File: config.mk
export PLATFORM = sky130hd
export DESIGN_NAME = i2c_eeprom_slave
export DESIGN_NICKNAME = d
export VERILOG_FILES = /design/src/rtl/i2c_eep_pkg.sv /design/src/rtl/i2c_line_sync.sv /design/src/rtl/i2c_byte_rx.sv /design/src/rtl/eep_addr_ptr.sv /design/src/rtl/i2c_eeprom_slave.sv
export SDC_FILE = /design/constraint.sdc
export NUM_CORES = 1
export LEC_CHECK = 0
export BUFFER_PORTS_ARGS = -buffer_cell sky130_fd_sc_hd__buf_2
export CORE_MARGIN = 3
export CORE_UTILIZATION = 57
export DETAILED_ROUTE_END_ITERATION = 10
export MAX_ROUTING_LAYER = met4
export PLACE_DENSITY = 0.9
export REMOVE_ABC_BUFFERS = 1
export SETUP_SLACK_MARGIN = 0.15
export SYNTH_ARGS = -nofsm -noshare
export SYNTH_HDL_FRONTEND = slang
export SYNTH_SLANG_ARGS = --single-unit
File: constraint.sdc
create_clock -name clk -period 2.3 [get_ports clk]
set_clock_uncertainty 0.05 [all_clocks]
set_input_delay 0.115 -clock clk [delete_from_list [all_inputs] [get_ports clk]]
set_output_delay 0.115 -clock clk [all_outputs]
set_load 0.01 [all_outputs]
File: src/rtl/i2c_eep_pkg.sv
package i2c_eep_pkg;
  typedef enum logic [2:0] {
    ST_IDLE,
    ST_CTRL,
    ST_ADDR,
    ST_WDATA,
    ST_ACK,
    ST_RDATA,
    ST_RACK
  } eng_state_t;

  localparam logic [3:0] DEV_CODE = 4'b1010;
endpackage

File: src/rtl/i2c_line_sync.sv
module i2c_line_sync #(
  parameter int STAGES = 2
) (
  input  logic clk,
  input  logic rst,
  input  logic scl_i,
  input  logic sda_i,
  output logic scl_lvl,
  output logic sda_lvl,
  output logic scl_rise,
  output logic scl_fall,
  output logic start_det,
  output logic stop_det
);
  logic [STAGES-1:0] scl_p, sda_p;
  logic scl_d, sda_d;

  always_ff @(posedge clk) begin
    if (rst) begin
      scl_p <= '1;
      sda_p <= '1;
      scl_d <= 1'b1;
      sda_d <= 1'b1;
    end else begin
      scl_p <= {scl_p[STAGES-2:0], scl_i};
      sda_p <= {sda_p[STAGES-2:0], sda_i};
      scl_d <= scl_p[STAGES-1];
      sda_d <= sda_p[STAGES-1];
    end
  end

  assign scl_lvl   = scl_p[STAGES-1];
  assign sda_lvl   = sda_p[STAGES-1];
  assign scl_rise  = scl_lvl & ~scl_d;
  assign scl_fall  = ~scl_lvl & scl_d;
  // data edges while the clock is held high
  assign start_det = scl_lvl & scl_d & sda_d & ~sda_lvl;
  assign stop_det  = scl_lvl & scl_d & ~sda_d & sda_lvl;
endmodule

File: src/rtl/i2c_byte_rx.sv
module i2c_byte_rx #(
  parameter int W = 8
) (
  input  logic                   clk,
  input  logic                   rst,
  input  logic                   clr,
  input  logic                   sample,
  input  logic                   bit_in,
  output logic [W-1:0]           data,
  output logic [$clog2(W+1)-1:0] count
);
  always_ff @(posedge clk) begin
    if (rst) begin
      data  <= '0;
      count <= '0;
    end else if (clr) begin
      count <= '0;
    end else if (sample) begin
      data  <= {data[W-2:0], bit_in};
      count <= count + 1'b1;
    end
  end
endmodule

File: src/rtl/eep_addr_ptr.sv
module eep_addr_ptr #(
  parameter int ADDR_W = 11,
  parameter int PAGE_W = 4
) (
  input  logic              clk,
  input  logic              rst,
  input  logic              blk_load,
  input  logic [ADDR_W-9:0] blk_val,
  input  logic              lo_load,
  input  logic [7:0]        lo_val,
  input  logic              page_inc,
  input  logic              seq_inc,
  output logic [ADDR_W-1:0] ptr
);
  always_ff @(posedge clk) begin
    if (rst) begin
      ptr <= '0;
    end else if (blk_load) begin
      ptr[ADDR_W-1:8] <= blk_val;
    end else if (lo_load) begin
      ptr[7:0] <= lo_val;
    end else if (page_inc) begin
      ptr[PAGE_W-1:0] <= ptr[PAGE_W-1:0] + 1'b1;     // wrap in page
    end else if (seq_inc) begin
      ptr <= ptr + 1'b1;                             // full wrap
    end
  end
endmodule

File: src/rtl/i2c_eeprom_slave.sv
module i2c_eeprom_slave
  import i2c_eep_pkg::*;
#(
  parameter int ADDR_W      = 11,
  parameter int PAGE_W      = 4,
  parameter int SYNC_STAGES = 2
) (
  input  logic              clk,
  input  logic              rst,
  input  logic              scl_i,
  input  logic              sda_i,
  output logic              sda_oe,
  output logic [ADDR_W-1:0] mem_addr,
  input  logic [7:0]        mem_rdata,
  output logic              pw_open,
  output logic              pw_we,
  output logic [ADDR_W-1:0] pw_addr,
  output logic [7:0]        pw_wdata,
  output logic              pw_commit,
  input  logic              wc_busy
);
  localparam int BLK_W = ADDR_W - 8;
  localparam logic [3:0] BYTE_BITS = 4'd8;

  logic scl_s, sda_s, scl_rise, scl_fall, start_det, stop_det;
  logic [7:0] rx_byte;
  logic [3:0] rx_cnt;
  logic [7:0] tx_sh;
  logic [3:0] tx_cnt;
  logic mst_ack, dirty;
  eng_state_t state, ack_next;
  logic [ADDR_W-1:0] ptr;

  logic rx_sample, rx_clr, byte_done, code_ok;
  logic blk_load, lo_load, page_inc, seq_inc, tx_load, commit_ok;

  i2c_line_sync #(.STAGES(SYNC_STAGES)) u_sync (
    .clk(clk), .rst(rst), .scl_i(scl_i), .sda_i(sda_i),
    .scl_lvl(scl_s), .sda_lvl(sda_s), .scl_rise(scl_rise), .scl_fall(scl_fall),
    .start_det(start_det), .stop_det(stop_det)
  );

  i2c_byte_rx #(.W(8)) u_rx (
    .clk(clk), .rst(rst), .clr(rx_clr), .sample(rx_sample),
    .bit_in(sda_s), .data(rx_byte), .count(rx_cnt)
  );

  eep_addr_ptr #(.ADDR_W(ADDR_W), .PAGE_W(PAGE_W)) u_ptr (
    .clk(clk), .rst(rst), .blk_load(blk_load), .blk_val(rx_byte[BLK_W:1]),
    .lo_load(lo_load), .lo_val(rx_byte), .page_inc(page_inc),
    .seq_inc(seq_inc), .ptr(ptr)
  );

  always_comb begin
    logic bus_evt;
    bus_evt   = start_det | stop_det;
    rx_sample = scl_rise & ~bus_evt &
                (state == ST_CTRL || state == ST_ADDR || state == ST_WDATA);
    rx_clr    = start_det | (state == ST_ACK & scl_fall);
    byte_done = scl_fall & (rx_cnt == BYTE_BITS) & ~bus_evt;
    code_ok   = (rx_byte[7:4] == DEV_CODE) & ~wc_busy;
    blk_load  = (state == ST_CTRL) & byte_done & code_ok;
    lo_load   = (state == ST_ADDR) & byte_done;
    page_inc  = (state == ST_WDATA) & byte_done;
    tx_load   = scl_fall & ~bus_evt &
                ((state == ST_ACK & ack_next == ST_RDATA) |
                 (state == ST_RACK & mst_ack));
    seq_inc   = tx_load;
    // commit only at a byte boundary after acknowledged data
    commit_ok = stop_det & dirty & (state == ST_WDATA) & (rx_cnt <= 4'd1);
  end

  assign mem_addr = ptr;

  always_ff @(posedge clk) begin
    if (rst) begin
      state     <= ST_IDLE;
      ack_next  <= ST_IDLE;
      sda_oe    <= 1'b0;
      tx_sh     <= '0;
      tx_cnt    <= '0;
      mst_ack   <= 1'b0;
      dirty     <= 1'b0;
      pw_open   <= 1'b0;
      pw_we     <= 1'b0;
      pw_addr   <= '0;
      pw_wdata  <= '0;
      pw_commit <= 1'b0;
    end else begin
      pw_open   <= 1'b0;
      pw_we     <= 1'b0;
      pw_commit <= 1'b0;
      if (start_det) begin
        state  <= ST_CTRL;
        sda_oe <= 1'b0;
        dirty  <= 1'b0;
      end else if (stop_det) begin
        state     <= ST_IDLE;
        sda_oe    <= 1'b0;
        dirty     <= 1'b0;
        pw_commit <= commit_ok;
      end else if (tx_load) begin
        sda_oe <= ~mem_rdata[7];
        tx_sh  <= {mem_rdata[6:0], 1'b0};
        tx_cnt <= 4'd1;
        state  <= ST_RDATA;
      end else begin
        unique case (state)
          ST_CTRL: if (byte_done) begin
            if (code_ok) begin
              sda_oe   <= 1'b1;
              ack_next <= rx_byte[0] ? ST_RDATA : ST_ADDR;
              state    <= ST_ACK;
            end else begin
              state <= ST_IDLE;
            end
          end
          ST_ADDR: if (byte_done) begin
            sda_oe   <= 1'b1;
            pw_open  <= 1'b1;
            ack_next <= ST_WDATA;
            state    <= ST_ACK;
          end
          ST_WDATA: if (byte_done) begin
            sda_oe   <= 1'b1;
            pw_we    <= 1'b1;
            pw_addr  <= ptr;
            pw_wdata <= rx_byte;
            dirty    <= 1'b1;
            ack_next <= ST_WDATA;
            state    <= ST_ACK;
          end
          ST_ACK: if (scl_fall) begin
            sda_oe <= 1'b0;
            state  <= ack_next;
          end
          ST_RDATA: if (scl_fall) begin
            if (tx_cnt == BYTE_BITS) begin
              sda_oe <= 1'b0;
              state  <= ST_RACK;
            end else begin
              sda_oe <= ~tx_sh[7];
              tx_sh  <= {tx_sh[6:0], 1'b0};
              tx_cnt <= tx_cnt + 1'b1;
            end
          end
          ST_RACK: begin
            if (scl_rise) mst_ack <= ~sda_s;
            if (scl_fall) state <= ST_IDLE;     // NACK path
          end
          default: ;
        endcase
      end
    end
  end
endmodule

# --- After elaboration in Yosys (flattened, before gate mapping) ---
# Cells that the tools add are included.
op_classes:
  add_sub_neg: 4
  n_reduce_logical: 32
  n_lt_le_gt_ge: 1
  div_mod_pow: 0
  bitwise_logic: 42
  n_eq_ne: 34
  n_mul: 0
  shift: 0
  n_mux: 39
op_table:
  columns: ["operator", "n"]
  rows:
  - ["$mux W3", 14]
  - ["$mux W8", 5]
  - ["$reduce_and A7 Y1", 4]
  - ["$ne A5 B5 Y1 const B", 5]
  - ["$and A1 B1 Y1", 24]
  - ["$mux W4", 5]
  - ["$ne A2 B2 Y1 const B", 10]
  - ["$ne A3 B3 Y1 const B", 6]
  - ["$not A1 Y1", 15]
  - ["$pmux W3 S5", 1]
  - ["$reduce_and A5 Y1", 3]
  - ["$add A4 B1 Y4 const B", 3]
  - ["$eq A3 B3 Y1 const B", 4]
  - ["$eq A4 B4 Y1 const B", 3]
  - ["$add A11 B1 Y11 const B", 1]
  - ["$mux W11", 1]
  - ["$mux W1", 10]
  - ["$reduce_bool A2 Y1", 5]
  - ["$reduce_bool A5 Y1", 2]
  - ["$reduce_or A5 Y1", 2]
  - ["$reduce_and A3 Y1", 3]
  - ["$reduce_bool A8 Y1", 1]
  - ["$mux W7", 1]
  - ["$eq A3 B2 Y1 const B", 2]
  - ["other kinds (16)", 22]
totals:
  wordCells: 175
  mem_bits_ro: 0
  register_bits: 72
  output_inout_bits: 34
  n_memories: 0
  ram_bits: 0
  inputBits: 13
  latch_bits: 0

# --- Depth between registers and ports, before layout ---
# Gate-level depths: netlist of the first run.
logic_depth:
  ltp_word: 11
  ltp_mapped: 8
  mapped_depth_nobuf: 7

# --- Cells and area by module ---
# From an unflattened synthesis of the first run, not the netlist that was laid out.
unflattened:
  cells_unflattened: 369
  area_unflattened_um2: 3419.5
by_module_without_submodules:
  columns: ["module", "seq_area_each_um2", "cells_each", "area_each_um2", "instances"]
  rows:
  - ["i2c_eeprom_slave", 840.8, 213, 2024.4, 1]
  - ["eep_addr_ptr", 220.2, 88, 725.7, 1]
  - ["i2c_byte_rx", 240.2, 52, 479.2, 1]
  - ["i2c_line_sync", 120.1, 16, 190.2, 1]

# --- Worst setup path after synthesis of the first run ---
# No wires, ideal clock.
synth_timing:
  path_type: "register to register"
  start: "register u_rx.count[0]"
  end: "register u_ptr.ptr[0]"
  t_arrival_ns: 1.593
  path_stages_with_launch: 8
  setup_time_ns: 0.074
  path_slack_ns: 0.583
  path_cell_list: "dfxtp_1 inv_1 ha_1 nand3b_1 nor3_2 a21oi_2 or3_1 a31oi_1"
synth_via:
  elab_chain_cells: 7
  elab_cells_between_ends: 12
  cone_classes: "eq/ne: 1; mux: 2; bitwise: 7; reduce/logical: 2"
synth_rtl:
  columns: ["item", "line_no", "rtl"]
  rows:
  - ["from (decl)", "i2c_byte_rx.sv:10", "output logic [$clog2(W+1)-1:0] count"]
  - ["from (signal assigned)", "i2c_byte_rx.sv:20", "count <= count + 1'b1;"]
  - ["$eq A4 B4 Y1 *", "i2c_eeprom_slave.sv:60", "byte_done = scl_fall & (rx_cnt == BYTE_BITS) & ~bus_evt;"]
  - ["$and A1 B1 Y1 * (2 in series)", "i2c_eeprom_slave.sv:60", null]
  - ["$and A1 B1 Y1 (2 in series)", "i2c_eeprom_slave.sv:62", "blk_load = (state == ST_CTRL) & byte_done & code_ok;"]
  - ["$not A1 Y1 (no source line)", null, null]
  - ["$reduce_and A2 Y1 (no source line)", null, null]
  - ["to (signal assigned)", "eep_addr_ptr.sv:21", "ptr[7:0] <= lo_val;"]
  - ["to (signal, indexed assignment)", "eep_addr_ptr.sv:23", "ptr[PAGE_W-1:0] <= ptr[PAGE_W-1:0] + 1'b1;"]
  - ["to (signal assigned)", "eep_addr_ptr.sv:25", "ptr <= ptr + 1'b1;"]
  - ["to (decl)", "eep_addr_ptr.sv:13", "output logic [ADDR_W-1:0] ptr"]
# Mark *: on every way between the ends. The rest lies on a longest branch, timed or not.
# A chain may end at the register's enable or synchronous reset.

# --- Worst setup path in the final report of the first run ---
layout_timing:
  start: "register u_rx.count[0]"
  end: "register state[2]"
layout_via:
  elab_chain_cells: 5
  elab_cells_between_ends: 6
  cone_classes: "eq/ne: 3; bitwise: 2; reduce/logical: 1"
layout_rtl:
  columns: ["item", "line_no", "rtl"]
  rows:
  - ["$eq A4 B4 Y1 *", "i2c_eeprom_slave.sv:60", null]
  - ["$and A1 B1 Y1 * (2 in series)", "i2c_eeprom_slave.sv:60", null]
  - ["$ne A3 B3 Y1 (no source line) / $ne A3 B1 Y1 (equally long branches)", null, null]
  - ["$reduce_and A7 Y1 (no source line) *", null, null]
  - ["to (signal assigned)", "i2c_eeprom_slave.sv:135", "state <= ack_next;"]
  - ["to (decl)", "i2c_eeprom_slave.sv:31", "eng_state_t state, ack_next;"]
# Marked as above.

==> results of run 1 <==
repair_timing:
item	4_1_cts	5_1_grt
hold endpoints to repair	4	0
setup buffers	0	0
hold buffers	4	0
cells by family (layout without fill, tap and decap cells):
logic type,Yosys count,in the layout,share of synthesized area
buffers and inverters,31,84,0.0450
muxes,13,13,0.0400
AOI/OAI and AO/OA,92,92,0.174
xor gates and xnor gates,7,7,0.0187
adders and majority gates,7,7,0.0267
and+or+nand+nor,164,164,0.263
DFF,71,71,0.433
sequential cells by signal, summed over array words and instances, names as in the netlist, 3 cells and up:
name        count
u_ptr.ptr      11
pw_addr        11
state           3
u_rx.count      4
ack_next        3
u_rx.data       8
tx_sh           7
pw_wdata        8
tx_cnt          4
layout make-up:
cell class | instances | area share
Sequential cell | 71 | 0.376
Clock buffer | 13 | 0.0420
Clock inverter | 1 | 0.00132
Tap cell | 72 | 0.0238
Inverter | 10 | 0.00992
Timing Repair Buffer | 60 | 0.0946
Multi-Input combinational cell | 283 | 0.453
power by group:
part | internal [W] | switching [W] | total (W) | leakage, nW
Combinational | 0.0000273 | 0.0000368 | 0.0000641 | 0.878
Sequential | 0.00123 | 0.00000506 | 0.00124 | 0.573
Clock | 0.000438 | 0.000421 | 0.000859 | 0.0854
Total | 0.00170 | 0.000463 | 0.00216 | 1.54
critical path, stage by stage, from the launching register on:
cell,delay [ns]
sky130_fd_sc_hd__dfxtp_1,0.39
sky130_fd_sc_hd__inv_1,0.10
sky130_fd_sc_hd__ha_1,0.23
sky130_fd_sc_hd__nand3b_1,0.20
sky130_fd_sc_hd__nor3_1,0.10
sky130_fd_sc_hd__o211ai_1,0.34
sky130_fd_sc_hd__nor4_1,0.09
sky130_fd_sc_hd__a2111oi_1,0.45
metal layers:
layer	routed length, um	track usage	vias to the layer above	part of all wire
li1	-	-	1453	-
met1	3600	0.324	1359	0.45
met2	3790	0.410	110	0.48
met3	382	0.0603	16	0.048
met4	156	0.115	0	0.020
met5	0	-	-	0
per-stage QoR:
| step | util | cell area [sq um] | std cells | hold WS, ns | worst slack, ns |
|---|---|---|---|---|---|
| final | 0.683 | 3780 | 510 | 0.0213 | 0.218 |
| after detailed placement | 0.646 | 3580 | 492 | 0.252 | 0.252 |
| after CTS | 0.683 | 3780 | 510 | 0.00649 | 0.252 |
| after global placement | 0.646 | 3580 | 492 | 0.250 | 0.361 |
| after global routing | 0.683 | 3780 | 510 | 0.0164 | 0.163 |
| after floorplan | - | 3170 | 364 | 0.134 | 0.315 |
cells in the mapped netlist, types with 2 or more instances:
library cell | count | area share
sky130_fd_sc_hd__or2_2 | 6 | 0.011
sky130_fd_sc_hd__a21o_1 | 3 | 0.0069
sky130_fd_sc_hd__nand3b_1 | 5 | 0.011
sky130_fd_sc_hd__a311oi_1 | 2 | 0.0053
sky130_fd_sc_hd__ha_1 | 7 | 0.027
sky130_fd_sc_hd__nand4_1 | 4 | 0.0076
sky130_fd_sc_hd__nand3_1 | 8 | 0.012
sky130_fd_sc_hd__nor2_1 | 34 | 0.039
sky130_fd_sc_hd__nor3_2 | 2 | 0.0061
sky130_fd_sc_hd__mux2i_1 | 12 | 0.037
sky130_fd_sc_hd__or4_1 | 3 | 0.0069
sky130_fd_sc_hd__clkbuf_1 | 9 | 0.010
sky130_fd_sc_hd__a31oi_1 | 3 | 0.0057
sky130_fd_sc_hd__nor3b_2 | 2 | 0.0076
sky130_fd_sc_hd__buf_2 | 7 | 0.011
sky130_fd_sc_hd__dfxtp_1 | 71 | 0.43
sky130_fd_sc_hd__xor2_1 | 2 | 0.0053
sky130_fd_sc_hd__nand2b_1 | 2 | 0.0038
sky130_fd_sc_hd__nor4_1 | 5 | 0.0095
sky130_fd_sc_hd__a22oi_1 | 7 | 0.016
sky130_fd_sc_hd__a211oi_1 | 5 | 0.011
sky130_fd_sc_hd__inv_1 | 10 | 0.011
sky130_fd_sc_hd__nand2_1 | 66 | 0.075
sky130_fd_sc_hd__a21oi_1 | 43 | 0.066
sky130_fd_sc_hd__or3_1 | 3 | 0.0057
sky130_fd_sc_hd__buf_4 | 4 | 0.0092
sky130_fd_sc_hd__o21a_1 | 3 | 0.0069
sky130_fd_sc_hd__nor2b_1 | 4 | 0.0076
sky130_fd_sc_hd__nor3_1 | 5 | 0.0076
sky130_fd_sc_hd__o21ai_0 | 12 | 0.018
sky130_fd_sc_hd__o211ai_1 | 2 | 0.0046
sky130_fd_sc_hd__xnor2_1 | 5 | 0.013
sky130_fd_sc_hd__a32o_1 | 2 | 0.0061
worst paths after layout:
check,to,depth (start not counted)
max,state[2],7
min,tx_sh[4],3
max reg2reg,state[2],7
min reg2reg,u_sync.sda_p[1],1
==> metrics list, run 1 <==
- Final period demand of the worst path: 2.08 ns
* Area of the multi-input gates: 1710 sq um
* Hold_sp: mem_rdata[3]
- The worst setup path is captured at a flip-flop.
- The first global-routing pass estimated 13.1 mm of wire.
* Number of antenna violations at the first check in global routing: 0
- Count of antenna-violating nets left after detailed routing: 0
* Pwr dens: 571 nW/um^2
- For this run, the total global-route usage over all layers was measured as 0.262.
* Synthesis-to-finish area growth: 15.3%
* Clock Sink Count: 71
* Wire length after detailed routing: 7.93 mm
- Post-DP HPWL: 5.69 mm
- For this run, the register share of the synthesized area comes to 0.433.
* Detailed-route wire length per cell: 15.5 um
- Maximum vdd drop: 405 uV
- Num ports: 47
- First DRT Iteration DRCs: 170
* Startpoint kind of the worst setup timing path: flip-flop
- In the final layout, the share of cells above drive strength 1 is 0.199.
- CTS built an H-tree with a depth of 3.
- Worst r2r src: u_rx.count[0]
* Vertical extent of the die: 81.9 um
* Placer Congestion: 0.916
* Mapped Avg Cell Area: 8.52 sq um
- EDFF count, synth: 0
- Count of endpoints failing hold in the final timing report: 0
* Via density per instance: 5.76
- Flip-flop and latch area: 1420 sq um
- Overall power consumption after layout is estimated at 0.00216 W.
- Fillcell total: 480
* Maximum clock frequency: 480 MHz
- Root Buffer Master: sky130_fd_sc_hd__clkbuf_8
- Chip width: 81.9 um
- The count of final max-slew check failures was 0.
- TritonCTS built the clock tree.
* Warnings from Yosys: 0
- Count of distinct cell types in the synthesized netlist: 60
* Number of CTS-inserted buffers: 9
- The tool flagged a number of max-cap violations equal to 0.
- The floorplan step defined a die boundary enclosing 6700 sq um.
- Slew at the pin closest to its max-slew limit: 0.647 ns
* LEAKAGE: 1.54 nW
- The min-delay analysis places its worst path in the category input pin to flip-flop.
* Start-to-end type of the worst setup path: flip-flop to flip-flop
- Most common library cell in the layout ignoring fill and taps: sky130_fd_sc_hd__dfxtp_1
- Number of endpoints failing setup at the final stage: 0
* Vias after detailed routing: 2,938
- At the worst endpoint, the required time is 2.46 ns.
- Fraction of registers with async set/reset: 0
* Top flip-flop cell by instance count after synthesis: sky130_fd_sc_hd__dfxtp_1
- Antenna Cells: 0
* Worst setup path start: u_rx.count[0]
- Top library cells by usage in the layout, fill and taps aside: sky130_fd_sc_hd__dfxtp_1, sky130_fd_sc_hd__nand2_1, sky130_fd_sc_hd__buf_2
- After clock tree synthesis, the clock-pin slew on the worst setup and hold paths is 0.07 ns.
* Router iterations before antenna repair: 5
- Total negative slack for setup checks: 0 ns
* Placeable Area: 5540 sq um
- Data on the critical path arrives at its endpoint at 2.24 ns.
* Fin nets: 455
- Of all nets on the critical path, the largest fanout is 4.
- Share of the clock period used by the worst path after layout: 0.905
- Synthesis handed over a netlist of 385 instances.
- Maximum number of pins on one net before global-route repair: 28
- The clock reaches the later pin of the worst-skew pair after 0.35 ns.
- Summed over all layers, the global routing overflow is 0.
- Initial Utilization: 0.592
- In this run the core area contains 27 standard-cell rows.
- After synthesis the cells add up to 3280 sq um.
* Result of the run: completed
- Count of port buffers added during placement: 46
- For this run, design rule violations remaining after detail routing come to 0.
* Number of global-route vias before repair: 2,746
- Once the clock tree was built, the resizer swapped 0 gates to a different size.
* Unrepaired setup endpoints after global routing: no
- Register-to-register path setup slack: 0.22 ns
- Flops & latches, synth: 71
- The longest clock path from root to sink contains 2 buffers.
* Worst rel slew slack: 0.569
Note: power is estimated with default switching activity, not from simulation.
==> run 2: changes to the inputs <==
==> constraint.sdc (replaced) <==
create_clock -name clk -period 2.3 [get_ports clk]
set_clock_uncertainty 0.05 [all_clocks]
set_input_delay 0.46 -clock clk [delete_from_list [all_inputs] [get_ports clk]]
set_output_delay 0.46 -clock clk [all_outputs]
set_load 0.01 [all_outputs]
==> run 2 against run 1 <==
Global-route usage is 0.73 points lower. Die area stayed put. Clock power is 8.1% higher. Worst setup slack better by 0.088 ns. Utilization is 0.56 points lower. Worst hold slack better by 0.22 ns.
==> metrics list, run 2 (synthesized netlist as in run 1, its figures left out) <==
* Maximum capacitance violations: 0
- Number of endpoints failing setup at the final stage: 0
* Pwr dens: 593 nW/um^2
- At the pin with the least slew margin, the transition time is 0.460 ns.
- Post-CTS setup-driven buffer insertion count: 0
- In the global route stage, overall resource usage came out at 0.255.
- Clock Sink Count: 71
- For the final routed database, the setup TNS stands at 0 ns.
- Once detailed placement completed, the half-perimeter wirelength came to 5.54 mm.
- Share of the clock period used by the worst path after layout: 0.867
- The worst setup path is captured at a flip-flop.
- Count of hold buffers inserted by post-cts repair: 0
- Summing all multi-input logic gate instances after layout gives 1730 sq um.
- IR analysis of the VDD net gives a maximum drop of 439 uV.
- Fin nets: 450
* Total Die Area: 6700 sq um
* Vias after detailed routing: 3,012
- Data on the critical path is required at its endpoint by 2.48 ns.
* Residual DRC count: 0
- Initial Utilization: 0.592
* Count of endpoints failing hold in the final timing report: 0
- Placeable Area: 5540 sq um
* Count of port buffers added during placement: 46
- The min-delay analysis places its worst path in the category input pin to flip-flop.
* Number of max-slew violations in the final report: 0
- Start-to-end type of the worst setup path: flip-flop to flip-flop
- The slowest stage of the critical path is the sky130_fd_sc_hd__dfxtp_1 cell.
* Maximum fanout along the worst path: 15
* Flip-flop and latch area: 1420 sq um
- After routing the design area is 3750 sq um.
* Final period demand of the worst path: 1.99 ns
- Fillcell total: 462
* Wire length after detailed routing: 7.87 mm
- Clock slew at the register clock pins of the worst setup and hold paths: 0.07 ns
- In this run the clock root is driven by a sky130_fd_sc_hd__clkbuf_8.
- Setup repair after global routing could not meet its margin everywhere.
- Worst rel slew slack: 0.692
- Fraction of final layout cells with drive strength greater than 1: 0.200
- Router iterations before antenna repair: 4
- Number of global-route vias before repair: 2,809
* Resized Gates After CTS: 0
- # rows: 27
- Based on the critical path, the design can be clocked at up to 502 MHz.
* Startpoint kind of the worst setup timing path: flip-flop
- Dividing the detail-routed via count by the number of cells gives 5.95.
- The number of clock buffers added by TritonCTS is 9.
- The clock passes through at most 2 buffers.
- The library cell used most frequently in the layout, excluding fill and tap cells, is sky130_fd_sc_hd__dfxtp_1.
- The count of nets left with antenna violations once routing finished came out at 0.
* Maximum number of pins on one net before global-route repair: 35
- For this design the static power due to leakage is 1.51 nW.
- Antenna Cells: 0
- Clock network latency to the later pin of the worst-skew pair: 0.35 ns
- The placed instances occupy a cell area of 3560 sq um.
* Number of antenna violations at the first check in global routing: 0
* Clock tree from TritonCTS: built
* Result of the run: completed
* Number of buffer and inverter stages on the critical path: 0
- In this run, the number of DRC markers left after iteration 0 of detailed routing was 274.
- For this run the aggregate overflow at the end of global routing stands at 0.
* Largest delay share family, worst path: compound AO/OA/AOI/OAI gates
- The largest registers in the layout are pw_addr: 11 flops, u_ptr.ptr: 11 flops.
* Chip width: 81.9 um
- Global-route wire length before repair: 12.8 mm
- Pin placement for this block handled 47 I/O pins.
- WP data arrival: 2.17 ns
- Worst stage delay on the critical path: 0.56 ns
* Placer Congestion: 0.914
- The H-tree generated during clock tree synthesis spans 3 levels.
* Top library cells by usage in the layout, fill and taps aside: sky130_fd_sc_hd__dfxtp_1, sky130_fd_sc_hd__nand2_1, sky130_fd_sc_hd__buf_2
- Vertical extent of the die: 81.9 um
* Cell-by-cell listing of the critical path: and4bb_1 -> o21a_2 -> a21oi_2 -> mux2i_1 -> nor2_1
- Detailed-route wire length per cell: 15.5 um
* Synthesis-to-finish area growth: 14.3%
[run 2: cell types whose count changed in the layout (fill, tap and decap cells not counted), sizes merged]
cell | previous run | this run
dlygate4sd3 | 4 | 0
clkbuf | 13 | 11
buf | 56 | 55
bufinv | 0 | 1
clkinv | 1 | 2
clkinvlp | 0 | 1
[run 2: through the flow]
stage                      util  worst slack [ns]  cells  total power (W)  hold WS, ns
after floorplan               -             0.315    364          0.00129        0.339
after global placement    0.643             0.445    491          0.00132        0.345
after detailed placement  0.643             0.348    491          0.00132        0.357
after CTS                 0.675             0.301    506          0.00225        0.225
after global routing      0.677             0.144    506          0.00230        0.242
final                     0.677             0.306    506          0.00222        0.240
[run 2: per-layer routing]
metal | global-route usage | routed length, um
met5 | - | 0
met3 | 0.0779 | 476
met4 | 0.106 | 182
met1 | 0.296 | 3400
met2 | 0.409 | 3810
[run 2: cell type report]
cell class / instances / share of cell area
Sequential cell: 71 / 0.379
Tap cell: 72 / 0.0240
Clock inverter: 4 / 0.0127
Multi-Input combinational cell: 283 / 0.460
Inverter: 10 / 0.0100
Timing Repair Buffer: 55 / 0.0794
Clock buffer: 11 / 0.0350
[run 2: report_power, final]
part	leakage (nW)	total, W	internal (W)	switching (W)
Sequential	0.573	0.00124	0.00123	0.00000600
Combinational	0.852	0.0000561	0.0000205	0.0000356
Clock	0.0892	0.000929	0.000491	0.000437
[run 2: final timing paths]
path / cells past startpoint / slack (ns) / start / end
worst max-delay path: 5 / 0.31 / state[1] / u_ptr.ptr[1]
worst min-delay path: 2 / 0.24 / sda_i / u_sync.sda_p[0]
worst max register to register: 5 / 0.31 / state[1] / u_ptr.ptr[1]
worst min register to register: 1 / 0.37 / u_sync.sda_p[0] / u_sync.sda_p[1]
[run 2: worst reg2reg max path: cells and delay by family (launching register included)]
kind | cells | cell delay [ns]
compound gates | 2 | 0.69
flops | 1 | 0.56
mux | 1 | 0.24
simple gates | 2 | 0.34
